**src/rtl/i2cm_pkg.sv**
```systemverilog
// Shared codes for the I2C master byte engine: command codes, FSM states
// and the line-level table for Start, Repeated Start and Stop sequences.
package i2cm_pkg;
    timeunit 1ns; timeprecision 1ps;

    localparam logic [2:0] OP_START  = 3'd1;
    localparam logic [2:0] OP_RSTART = 3'd2;
    localparam logic [2:0] OP_STOP   = 3'd3;
    localparam logic [2:0] OP_RECV   = 3'd4;
    localparam logic [2:0] OP_ACK    = 3'd5;
    localparam logic [2:0] OP_TX     = 3'd7;   // internal only, never accepted from cmd_op

    typedef enum logic [1:0] {ST_IDLE, ST_COND, ST_LO, ST_HI} i2cm_state_e;

    // Returns {last_step, scl_pull, sda_pull} for a condition step.
    // Exactly one line changes between consecutive steps.
    function automatic logic [2:0] cond_step(logic [2:0] op, logic [1:0] step);
        logic [2:0] r;
        r = 3'b100;
        case (op)
            OP_START:  r = (step == 2'd0) ? 3'b001 : 3'b111;
            OP_RSTART: case (step)
                           2'd0:    r = 3'b010;
                           2'd1:    r = 3'b000;
                           2'd2:    r = 3'b001;
                           default: r = 3'b111;
                       endcase
            OP_STOP:   case (step)
                           2'd0:    r = 3'b011;
                           2'd1:    r = 3'b001;
                           default: r = 3'b100;
                       endcase
            default:   r = 3'b100;
        endcase
        return r;
    endfunction
endpackage

```
**src/rtl/i2cm_baud.sv**
```systemverilog
// Phase timer. It is reloaded when an operation is accepted and counts
// down while running, pulsing tick once every reload+1 clocks.
// Assumes reload is non-zero (the top clamps it).
module i2cm_baud #(
    parameter int BRG_W = 8
) (
    input  logic             clk,
    input  logic             rst_n,
    input  logic             run,
    input  logic             load,
    input  logic [BRG_W-1:0] reload,
    output logic             tick
);
    timeunit 1ns; timeprecision 1ps;

    logic [BRG_W-1:0] cnt_q;

    // Down-counter with reload on accept and on every expiry.
    always_ff @(posedge clk) begin
        if (!rst_n)
            cnt_q <= '0;
        else if (load)
            cnt_q <= reload;
        else if (run)
            cnt_q <= (cnt_q == '0) ? reload : cnt_q - 1'b1;
    end

    assign tick = run && !load && (cnt_q == '0);

    // once a phase ends, the next one cannot end in the following cycle
    a_r2_no_back_to_back_tick: assert property (@(posedge clk) disable iff (!rst_n)
        (tick && reload != '0) |=> !tick);
endmodule

```
**src/rtl/i2cm_shifter.sv**
```systemverilog
// Byte shift register shared by transmit and receive. It loads parallel
// data on a transmit accept and shifts left, taking in sin at the LSB.
module i2cm_shifter #(
    parameter int DATA_W = 8
) (
    input  logic              clk,
    input  logic              rst_n,
    input  logic              load,
    input  logic [DATA_W-1:0] din,
    input  logic              shift,
    input  logic              sin,
    output logic [DATA_W-1:0] q
);
    timeunit 1ns; timeprecision 1ps;

    // Parallel load has priority over shifting.
    always_ff @(posedge clk) begin
        if (!rst_n)
            q <= '0;
        else if (load)
            q <= din;
        else if (shift)
            q <= {q[DATA_W-2:0], sin};
    end
endmodule

```
**src/rtl/i2cm_ctrl.sv**
```systemverilog
// Operation sequencer. It accepts one command or transmit write while
// idle, walks condition steps or bit slots on each phase tick, and
// owns the line pull registers and all status flags. SDA data changes
// one clock after SCL has been pulled low. Assumes sda_in is already
// synchronous to clk.
module i2cm_ctrl
    import i2cm_pkg::*;
#(
    parameter int DATA_W = 8
) (
    input  logic              clk,
    input  logic              rst_n,
    input  logic              cmd_valid,
    input  logic [2:0]        cmd_op,
    input  logic              cmd_nack,
    input  logic              tx_wr,
    input  logic              sda_in,
    input  logic              tick,
    input  logic [DATA_W-1:0] sh_q,
    output logic              accept,
    output logic              load_tx,
    output logic              shift,
    output logic              busy,
    output logic              scl_pull,
    output logic              sda_pull,
    output logic              irq,
    output logic              tx_full,
    output logic              tx_active,
    output logic              ack_nack,
    output logic              wcol,
    output logic [DATA_W-1:0] rx_data
);
    timeunit 1ns; timeprecision 1ps;

    localparam int CNT_W = $clog2(DATA_W + 1);
    localparam logic [CNT_W-1:0] LAST_TX = CNT_W'(DATA_W);
    localparam logic [CNT_W-1:0] LAST_RX = CNT_W'(DATA_W - 1);

    i2cm_state_e      state_q;
    logic [2:0]       op_q;
    logic [1:0]       step_q;
    logic [CNT_W-1:0] bit_q;
    logic             nack_q;
    logic             cmd_ok, acc_cmd, collide, drive_bit;
    logic [CNT_W-1:0] last_bit;
    logic [2:0]       cs_cur, cs_nxt, cs_first;

    assign busy     = (state_q != ST_IDLE);
    assign cmd_ok   = cmd_valid && (cmd_op >= OP_START) && (cmd_op <= OP_ACK);
    assign load_tx  = tx_wr && !busy;
    assign acc_cmd  = cmd_ok && !busy && !tx_wr;
    assign accept   = load_tx || acc_cmd;
    assign collide  = (busy && (tx_wr || cmd_valid)) || (!busy && tx_wr && cmd_valid);
    assign cs_cur   = cond_step(op_q, step_q);
    assign cs_nxt   = cond_step(op_q, step_q + 2'd1);
    assign cs_first = cond_step(cmd_op, 2'd0);
    assign shift    = (state_q == ST_HI) && tick && (op_q == OP_TX || op_q == OP_RECV)
                      && (bit_q != LAST_TX);

    // Final bit slot index of the running byte operation.
    always_comb begin
        case (op_q)
            OP_TX:   last_bit = LAST_TX;
            OP_RECV: last_bit = LAST_RX;
            default: last_bit = '0;
        endcase
    end

    // SDA pull level wanted during the low phase of the current slot.
    always_comb begin
        case (op_q)
            OP_TX:   drive_bit = (bit_q != LAST_TX) ? !sh_q[DATA_W-1] : 1'b0;
            OP_ACK:  drive_bit = !nack_q;
            default: drive_bit = 1'b0;
        endcase
    end

    // Main sequencer: accept, condition steps, bit slots, flags.
    always_ff @(posedge clk) begin
        if (!rst_n) begin
            state_q   <= ST_IDLE;
            op_q      <= '0;
            step_q    <= '0;
            bit_q     <= '0;
            nack_q    <= 1'b0;
            scl_pull  <= 1'b0;
            sda_pull  <= 1'b0;
            irq       <= 1'b0;
            tx_full   <= 1'b0;
            tx_active <= 1'b0;
            ack_nack  <= 1'b0;
            wcol      <= 1'b0;
            rx_data   <= '0;
        end else begin
            irq <= 1'b0;
            if (collide)
                wcol <= 1'b1;
            else if (accept)
                wcol <= 1'b0;
            case (state_q)
                ST_IDLE: begin
                    if (load_tx) begin
                        op_q      <= OP_TX;
                        bit_q     <= '0;
                        tx_full   <= 1'b1;
                        tx_active <= 1'b1;
                        scl_pull  <= 1'b1;
                        state_q   <= ST_LO;
                    end else if (acc_cmd) begin
                        op_q   <= cmd_op;
                        nack_q <= cmd_nack;
                        step_q <= '0;
                        bit_q  <= '0;
                        if (cmd_op == OP_RECV || cmd_op == OP_ACK) begin
                            scl_pull <= 1'b1;
                            state_q  <= ST_LO;
                        end else begin
                            scl_pull <= cs_first[1];
                            sda_pull <= cs_first[0];
                            state_q  <= ST_COND;
                        end
                    end
                end
                ST_COND: begin
                    if (tick) begin
                        if (cs_cur[2]) begin
                            state_q <= ST_IDLE;
                            irq     <= 1'b1;
                        end else begin
                            step_q   <= step_q + 2'd1;
                            scl_pull <= cs_nxt[1];
                            sda_pull <= cs_nxt[0];
                        end
                    end
                end
                ST_LO: begin
                    sda_pull <= drive_bit;
                    if (tick) begin
                        scl_pull <= 1'b0;
                        state_q  <= ST_HI;
                    end
                end
                ST_HI: begin
                    if (tick) begin
                        scl_pull <= 1'b1;
                        if (op_q == OP_TX && bit_q == LAST_RX)
                            tx_full <= 1'b0;
                        if (op_q == OP_TX && bit_q == LAST_TX)
                            ack_nack <= sda_in;
                        if (op_q == OP_RECV && bit_q == LAST_RX)
                            rx_data <= {sh_q[DATA_W-2:0], sda_in};
                        if (bit_q == last_bit) begin
                            state_q   <= ST_IDLE;
                            irq       <= 1'b1;
                            tx_active <= 1'b0;
                        end else begin
                            bit_q   <= bit_q + 1'b1;
                            state_q <= ST_LO;
                        end
                    end
                end
                default: state_q <= ST_IDLE;
            endcase
        end
    end

    // completion pulse lasts one cycle and coincides with idle
    a_r9_irq_single: assert property (@(posedge clk) disable iff (!rst_n)
        irq |=> !irq);
    a_r9_irq_idle: assert property (@(posedge clk) disable iff (!rst_n)
        irq |-> (!busy && $past(busy)));
    // a busy-time strobe is flagged and does not change the operation
    a_r10_collision_flag: assert property (@(posedge clk) disable iff (!rst_n)
        (busy && (cmd_valid || tx_wr)) |=> (wcol && $stable(op_q)));
    // outside conditions, SDA never moves while SCL stays released
    a_r5_data_steady: assert property (@(posedge clk) disable iff (!rst_n)
        (state_q != ST_COND && $past(state_q) != ST_COND && !scl_pull && $past(!scl_pull))
        |-> $stable(sda_pull));
    // buffer-full only rises after a write, transmit flag implies busy
    a_r6_full_from_write: assert property (@(posedge clk) disable iff (!rst_n)
        $rose(tx_full) |-> $past(tx_wr));
    a_r6_active_busy: assert property (@(posedge clk) disable iff (!rst_n)
        tx_active |-> busy);
endmodule

```
**src/rtl/i2cm_master.sv**
```systemverilog
// I2C master byte engine top: phase timer, shift register and sequencer.
// Assumes open-drain pads outside and a synchronised sda_in.
module i2cm_master #(
    parameter int DATA_W = 8,
    parameter int BRG_W  = 8
) (
    input  logic              clk,
    input  logic              rst_n,
    input  logic [BRG_W-1:0]  brg_reload,
    input  logic              cmd_valid,
    input  logic [2:0]        cmd_op,
    input  logic              cmd_nack,
    input  logic              tx_wr,
    input  logic [DATA_W-1:0] tx_data,
    input  logic              sda_in,
    output logic              scl_pull,
    output logic              sda_pull,
    output logic              busy,
    output logic              irq,
    output logic              tx_full,
    output logic              tx_active,
    output logic              ack_nack,
    output logic              wcol,
    output logic [DATA_W-1:0] rx_data
);
    timeunit 1ns; timeprecision 1ps;

    logic [BRG_W-1:0]  eff_reload;
    logic              tick, accept, load_tx, shift;
    logic [DATA_W-1:0] sh_q;

    assign eff_reload = (brg_reload == '0) ? BRG_W'(1) : brg_reload;

    i2cm_baud #(.BRG_W(BRG_W)) u_baud (
        .clk(clk), .rst_n(rst_n), .run(busy), .load(accept),
        .reload(eff_reload), .tick(tick)
    );

    i2cm_shifter #(.DATA_W(DATA_W)) u_shift (
        .clk(clk), .rst_n(rst_n), .load(load_tx), .din(tx_data),
        .shift(shift), .sin(sda_in), .q(sh_q)
    );

    i2cm_ctrl #(.DATA_W(DATA_W)) u_ctrl (
        .clk(clk), .rst_n(rst_n), .cmd_valid(cmd_valid), .cmd_op(cmd_op),
        .cmd_nack(cmd_nack), .tx_wr(tx_wr), .sda_in(sda_in), .tick(tick),
        .sh_q(sh_q), .accept(accept), .load_tx(load_tx), .shift(shift),
        .busy(busy), .scl_pull(scl_pull), .sda_pull(sda_pull), .irq(irq),
        .tx_full(tx_full), .tx_active(tx_active), .ack_nack(ack_nack),
        .wcol(wcol), .rx_data(rx_data)
    );

    // nothing is pulled in the first cycle out of reset
    a_r1_released_after_reset: assert property (@(posedge clk)
        (!rst_n) |=> (!scl_pull && !sda_pull && !busy));
endmodule

```
**config.mk**
```make
export PLATFORM = sky130hd
export DESIGN_NAME = i2cm_master
export DESIGN_NICKNAME = d
export VERILOG_FILES = /design/src/rtl/i2cm_pkg.sv /design/src/rtl/i2cm_baud.sv /design/src/rtl/i2cm_shifter.sv /design/src/rtl/i2cm_ctrl.sv /design/src/rtl/i2cm_master.sv
export SDC_FILE = /design/constraint.sdc
export NUM_CORES = 1
export LEC_CHECK = 0
export CAP_MARGIN = 5
export CELL_PAD_IN_SITES_DETAIL_PLACEMENT = 2
export CELL_PAD_IN_SITES_GLOBAL_PLACEMENT = 2
export CORE_MARGIN = 2
export CORE_UTILIZATION = 34
export DETAILED_ROUTE_END_ITERATION = 16
export DONT_BUFFER_PORTS = 1
export GPL_ROUTABILITY_DRIVEN = 0
export PLACE_DENSITY = 0.74
export RECOVER_POWER = 25
export SYNTH_ARGS = -nofsm -noshare
export SYNTH_HDL_FRONTEND = slang
export SYNTH_SLANG_ARGS = --single-unit
```
**constraint.sdc**
```tcl
create_clock -name clk -period 1.9 [get_ports clk]
set_input_delay 0.095 -clock clk [delete_from_list [all_inputs] [get_ports clk]]
set_output_delay 0.095 -clock clk [all_outputs]
set_load 0.05 [all_outputs]
```
==> metrics.md, run 1 <==
| Metric | Value |
|---|---|
| Status | `complete, but fails checks` |
| Violated checks | `negative hold slack, negative setup slack` |
| Layout area overhead | `33.11%` |
| Startpoint Class | `flip-flop` |
| Vias in the first global route | `about 2.9k` |
| Layout Cells excl Fill | `460` |
| Layout cell share with drive strength beyond 1 | `between 20% and 30%` |
| Fmax | `approximately 0.50 GHz` |
| Met2 Use GR | `45.25%` |
| Final Total Pwr | `5.194 mW` |
| Unrepaired setup endpoints after global routing | `yes` |
| Starting Density | `35.30%` |
| First-pass GRT wire length | `roughly 16 mm` |
| Wire length per cell | `23.58 um` |
| # DRC | `0` |
| Crit end category | `flip-flop` |
| Chip Width | `91.01 um` |
| Clk sinks | `43` |
| First DRT Iteration DRCs | `119` |
| Met3 usage | `3.734%` |
| Worst-path fanout max | `8` |
| CORE AREA | `7292 um2` |
| Met1 Usage GRT | `28.30%` |
| Slack of the critical path | `-106.4 ps` |
| Max-cap violations | `0` |
| CTS tree | `yes` |
| Worst slew pin tran | `875.8 ps` |
| DR vias | `roughly 2.7k` |
| Crit path cell chain | `inv_2, ha_4, nor4b_4, buf_4, nand3b_1, nor2_2, nand4_4, mux2i_1, a21oi_2` |
| Hold Path Class | `input pin to flip-flop` |
| Clock-pin slew on the worst setup and hold paths | `90 ps` |
| Worst-skew pair later-pin latency | `300 ps` |
| Fin crit period | `roughly 2000 ps` |
| Seq/Total Area, Yosys | `33.45%` |
| I/O pin count | `41` |
| Main synth FF type | `dfxtp_1` |
| Port-buffer cells | `0` |
| Worst Hold Slack | `-14.19 ps` |
| Seq. cell area | `slightly below 900 um2` |
| Root Driver | `clkbuf_8` |
| Via-to-Cell Ratio | `5.765` |
| Hpwl dp | `6.571 mm` |
| Yosys top cell area share | `between 30% and 40%` |
| Slew HR | `41.42%` |
| Post-DRT Antenna Nets | `0` |
| Final core utilization | `a little under half` |
| Syn avg cell area | `8.249 um2` |
| Yosys reg bits | `43` |
| Number of synthesized flops with an enable pin | `0` |
| Depth of the CTS H-tree | `2` |
| Critical path type | `flip-flop to flip-flop` |
| Distinct cells, synth | `51` |
| Crit path DAT | `2190 ps` |
| Final setup violation count | `16` |
| CP required | `2080 ps` |
| Maximum number of pins on one net before global-route repair | `22` |
| Die height | `approximately 90 um` |
| Synthesis Warnings | `0` |
| Gr ovfl total | `0` |
| Cells after synthesis | `312` |
| Mapped cell area | `2574 um2` |
| Clock Tree Buf Depth | `2` |
| Top cells by area, synth | `dfxtp_1 (33%), ha_1 (7.8%), mux2i_1 (7.8%)` |
| Cells after DPL | `438` |
| Row count | `31` |
| GRT Overall Usage | `23.90%` |
| Synth async-reset ratio | `0%` |
| Clk_skew | `3.954 ps` |
| Post-Syn Nets | `353` |
| Fin crit share | `105.6%` |
| Final hold vios | `2` |
| Final #Nets | `402` |
| Peak VDD IR | `627.0 uV` |
| Die ar. | `8282 um2` |
| Post-synth top area cell | `dfxtp_1` |
| Filler cells | `a little over 800` |
| Power per cell area | `1516 nW/um2` |
| Crit-path max cell delay | `~350 ps` |
| Multi-input gate area | `1800 um2` |
| Cts bufs inserted | `5` |
| N_diodes | `0` |
| Slowest CP cell | `dfxtp_2` |
| P_leak | `roughly 1.4 nW` |
| Most common cell in the netlist | `dfxtp_1` |
| GR peak layer | `met2` |
| Fin. max-slew vios | `0` |
| DR pass1 iterations | `4` |
| Initial antenna violation count | `0` |
| Final WL | `10.85 mm` |
| Synth top cells by count | `dfxtp_1 (43), o21ai_0 (26), a21oi_1 (25)` |
==> per-layer routing <==
layer  vias to the layer above  routed length, um
li1                       1219                  -
met1                      1354               4440
met2                        66               5860
met3                        13                450
met4                         0                 97
met5                         -                  0
==> worst paths after layout <==
check | slack, ps | to | cells after the start | from
setup / recovery | -110 | u_shift.q[2] | 9 | u_baud.cnt_q[0]
setup reg to reg | -110 | u_shift.q[2] | 9 | u_baud.cnt_q[0]
hold / removal | -10 | u_baud.cnt_q[2] | 2 | brg_reload[2]
hold reg to reg | 500 | u_ctrl.scl_pull | 2 | u_ctrl.scl_pull
==> layout make-up <==
cell class                      count  area share, %
Multi-Input combinational cell    238          52.56
Timing Repair Buffer               55          13.29
Inverter                           18          2.045
Tap cell                           99          3.616
Clock inverter                      2          1.096
Clock buffer                        5          2.009
Sequential cell                    43          25.38
==> power by group <==
part / leakage (nW) / internal, mW / switching [mW]
Combinational: 0.955 / 1.31 / 1.79
Clock: 0.0502 / 0.385 / 0.361
Sequential: 0.355 / 1.11 / 0.238
==> critical path, delay by kind of cell, from the launching register on <==
kind / cells / cell delay, ps
AND/OR/NAND/NOR: 4 / 800
flip-flops: 1 / 350
multiplexers: 1 / 270
buffers and inverters: 2 / 260
adder cells (fa/ha/maj): 1 / 120
AO/OA/AOI/OAI: 1 / 90
==> state kept, by name (all words and copies together) (netlist names) <==
name              count
u_baud.cnt_q          8
u_ctrl.rx_data        8
u_shift.q             8
u_ctrl.bit_q          4
u_ctrl.op_q           3
u_ctrl.state_q        2
u_ctrl.step_q         2
u_ctrl.ack_nack       1
u_ctrl.irq            1
u_ctrl.nack_q         1
u_ctrl.scl_pull       1
u_ctrl.sda_pull       1
u_ctrl.tx_active      1
u_ctrl.tx_full        1
u_ctrl.wcol           1
==> cells in the final DEF, fill, tap and decap left out, types with 5 or more instances in the layout <==
master         synthesis  routed
mux2i_1               20      17
buf_4                  1      34
nand3b_1               5       5
dlygate4sd3_1          0       8
nand2_1               22      20
clkbuf_8               0       5
buf_6                  0       5
o21ai_0               26      18
nor3_1                11      10
o21ai_1                2       5
nor2b_1                6       6
ha_1                  16      11
nor2_1                24      21
a21oi_1               25      22
dfxtp_1               43      38
a31oi_1                8       8
inv_1                 18      14
nor2_2                 3       5
clkbuf_1               9       5
nand3_1               13      12
nand2b_1               8       8
==> kinds of logic after synthesis <==
logic type / share of synthesized area (%)
xor gates and xnor gates: 0.6807
DFF: 33.45
muxes: 8.216
and+or+nand+nor: 25.38
AOI/OAI and AO/OA: 19.69
adders and majority gates: 7.778
buffers and inverters: 4.812
==> metrics by stage <==
stage                     setup slack [ps]  TNS (ps)  instance area (um2)  hold WS (ps)
after detailed placement            -80.51    -432.7                 2967         250.2
after floorplan                      91.61         0                 2574         242.2
after global placement              -46.37    -75.09                 2967         240.5
after CTS                           -61.35    -225.3                 3213         1.874
after global routing                -198.5     -2851                 3426         12.22
final                               -106.4    -615.8                 3426        -14.19
==> repair_timing <==
action	4_1_cts	5_1_grt
hold buffers	8	0
pin swaps	9	21
setup endpoints to repair	21	38
gates resized for setup	10	57
hold endpoints to repair	22	0
buffers inserted	3	3
cloned	0	1
(Power assumes the default switching activity.)
==> inputs of run 2 (changes only) <==
- CORE_ASPECT_RATIO: not set -> 1.4
==> metrics.md, run 2 (synthesis gave the netlist of run 1 again) <==
| Metric | Value |
|---|---|
| Commonest cells after routing, fill and taps aside | `dfxtp_1 (39), buf_4 (35), nor2_1 (22), a21oi_1 (21), o21ai_0 (20)` |
| Most common cell after layout, fill and taps aside | `dfxtp_1` |
| Slack of the critical path | `-236.4 ps (-130.0 ps)` |
| CP required | `2100 ps (+20 ps)` |
| # DRC | `0 (unchanged)` |
| Startpoint Class | `flip-flop` |
| Unrepaired setup endpoints after global routing | `yes` |
| Fin crit period | `2136 ps (+130.0 ps)` |
| I/O pin count | `41 (unchanged)` |
| Final WL | `11.40 mm (+5.1%)` |
| CORE AREA | `7361 um2 (+0.94%)` |
| Vias in the first global route | `2,980 (+2.1%)` |
| Final #Nets | `411 (+2.2%)` |
| First DRT Iteration DRCs | `70 (-41%)` |
| Hold Startpoint | `brg_reload[5]` |
| Crit end category | `flip-flop` |
| Worst-skew pair later-pin latency | `320 ps (+20 ps)` |
| N_diodes | `0 (unchanged)` |
| Crit path DAT | `2340 ps (+150 ps)` |
| Initial antenna violation count | `0 (unchanged)` |
| Starting Density | `34.97% (-0.33 points)` |
| Hold Crit Depth | `2 (unchanged)` |
| Layout Cells excl Fill | `468 (+1.7%)` |
| Worst-path fanout max | `4 (-4)` |
| Depth of the CTS H-tree | `2 (unchanged)` |
| Final hold vios | `0 (-2)` |
| DR pass1 iterations | `6 (+2)` |
| Wire length per cell | `24.36 um (+3.3%)` |
| Final setup violation count | `23 (+7)` |
| Top Registers | `u_baud.cnt_q (8), u_ctrl.rx_data (8), u_shift.q (8)` |
| Clock Tree Buf Depth | `2 (unchanged)` |
| Hold Crit Endpoint | `u_baud.cnt_q[5]` |
| Hold Path Class | `input pin to flip-flop` |
| Layout cell share with drive strength beyond 1 | `28.30% (+0.32 points)` |
| R2R Setup Slk | `-240 ps (-130 ps)` |
| Cells after DPL | `434 (-0.91%)` |
| Clk sinks | `43 (unchanged)` |
| Power per cell area | `1478 nW/um2 (-2.5%)` |
| Die ar. | `8291 um2 (+0.12%)` |
| P_leak | `1.428 nW (+5.0%)` |
| Slew HR | `34.32% (-7.1 points)` |
| Violated checks | `negative setup slack` |
| Layout area overhead | `38.45%` |
| Row count | `37 (+19%)` |
| CTS tree | `yes` |
| Clock-pin slew on the worst setup and hold paths | `100 ps (about the same)` |
| Setup WS pre-CTS | `-118.6 ps (-38.06 ps)` |
| Hpwl dp | `6.682 mm (+1.7%)` |
| Fin crit share | `112.4% (+6.8 points)` |
| Post-DRT Antenna Nets | `0 (unchanged)` |
| Fmax | `0.4681 GHz (-6.1%)` |
| Clk_skew | `15.64 ps (+11.68 ps)` |
| R2r endpoint | `u_ctrl.bit_q[3]` |
| GRT Overall Usage | `24.93% (+1.0 points)` |
| First-pass GRT wire length | `15.93 mm (+0.52%)` |
| Cts bufs inserted | `5 (unchanged)` |
| Via-to-Cell Ratio | `5.814 (+0.85%)` |
| R2r worst-path depth | `9 (unchanged)` |
| Fin. max-slew vios | `0 (unchanged)` |
| Worst slew pin tran | `982.0 ps (+106.2 ps)` |
| Gr ovfl total | `0 (unchanged)` |
| FF-to-FF Start | `u_baud.cnt_q[1]` |
| Placement Cell Area | `2949 um2 (-0.59%)` |
| Maximum number of pins on one net before global-route repair | `23 (+4.5%)` |
| Root Driver | `clkbuf_8` |
| Status | `complete, but fails checks` |
| DR vias | `2,721 (+2.6%)` |
| Chip Width | `77.53 um (-15%)` |
| Port-buffer cells | `0 (unchanged)` |
| Peak VDD IR | `720.5 uV (+15%)` |
| Die height | `106.9 um (+18%)` |
| Critical path type | `flip-flop to flip-flop` |
| Final Cell Area | `3563 um2 (+4.0%)` |
| Final core utilization | `48.41% (+1.4 points)` |
| Max-cap violations | `0 (unchanged)` |
run 2: stage by stage:
stage	hold WS (ps)	setup TNS, ps	power (mW)
2_1_floorplan	242.2	0	2.810
3_3_place_gp	242.7	0	3.644
3_5_place_dp	248.1	-810.8	3.738
4_1_cts	1.504	-147.2	4.583
5_1_grt	29.04	-5875	5.552
6_report	1.221	-2480	5.268
run 2: worst max-delay path by stage:
stage,slack [ps],from,end,cells past startpoint
3_5_place_dp,-120,u_baud.cnt_q[0],u_shift.q[3],9
3_3_place_gp,40,u_baud.cnt_q[0],u_ctrl.bit_q[3],8
4_1_cts,-60,u_baud.cnt_q[1],u_ctrl.tx_full,8
6_report,-240,u_baud.cnt_q[1],u_ctrl.bit_q[3],9
5_1_grt,-310,u_baud.cnt_q[1],u_ctrl.bit_q[0],10
2_1_floorplan,90,u_ctrl.state_q[0],u_ctrl.tx_full,6
run 2: metal layers:
metal	share of wire (%)	global-route usage, %	vias to the layer above
li1	-	-	1235
met1	40	26.67	1379
met2	54	48.45	76
met3	2.8	4.125	31
met4	3.7	8.673	0
met5	0	0	-
run 2: where the power goes:
group / total, mW / internal (mW) / switching [mW]
sequential: 1.41 / 1.11 / 0.301
clock: 0.647 / 0.264 / 0.384
combinational: 3.21 / 1.38 / 1.83
total: 5.27 / 2.76 / 2.51
run 2: critical path, stage by stage, from the launching register on:
cell and delay [ps]:
dfxtp_2 350, inv_2 80, ha_4 130, nor4b_4 240
buf_4 190, nand4b_4 130, buf_4 190, o41a_2 390
o21ai_1 200, a21oi_1 120
run 2: final cells by class:
cell class | count | area, um2
inverter | 18 | 67.56
fill | 789 | 3797
timing repair buffer | 64 | 558.0
clock buffer | 5 | 68.82
clock inverter | 3 | 23.77
multi-input combinational | 238 | 1858
sequential | 43 | 865.8
tap | 97 | 121.4
run 2: timing repair:
action / in CTS / in global routing
resized for setup: 11 / 58
setup endpoints to repair: 23 / 36
endpoints found under the hold margin: 24 / 1
hold buffers: 14 / 1
pin swaps: 6 / 19
setup buffers: 5 / 6
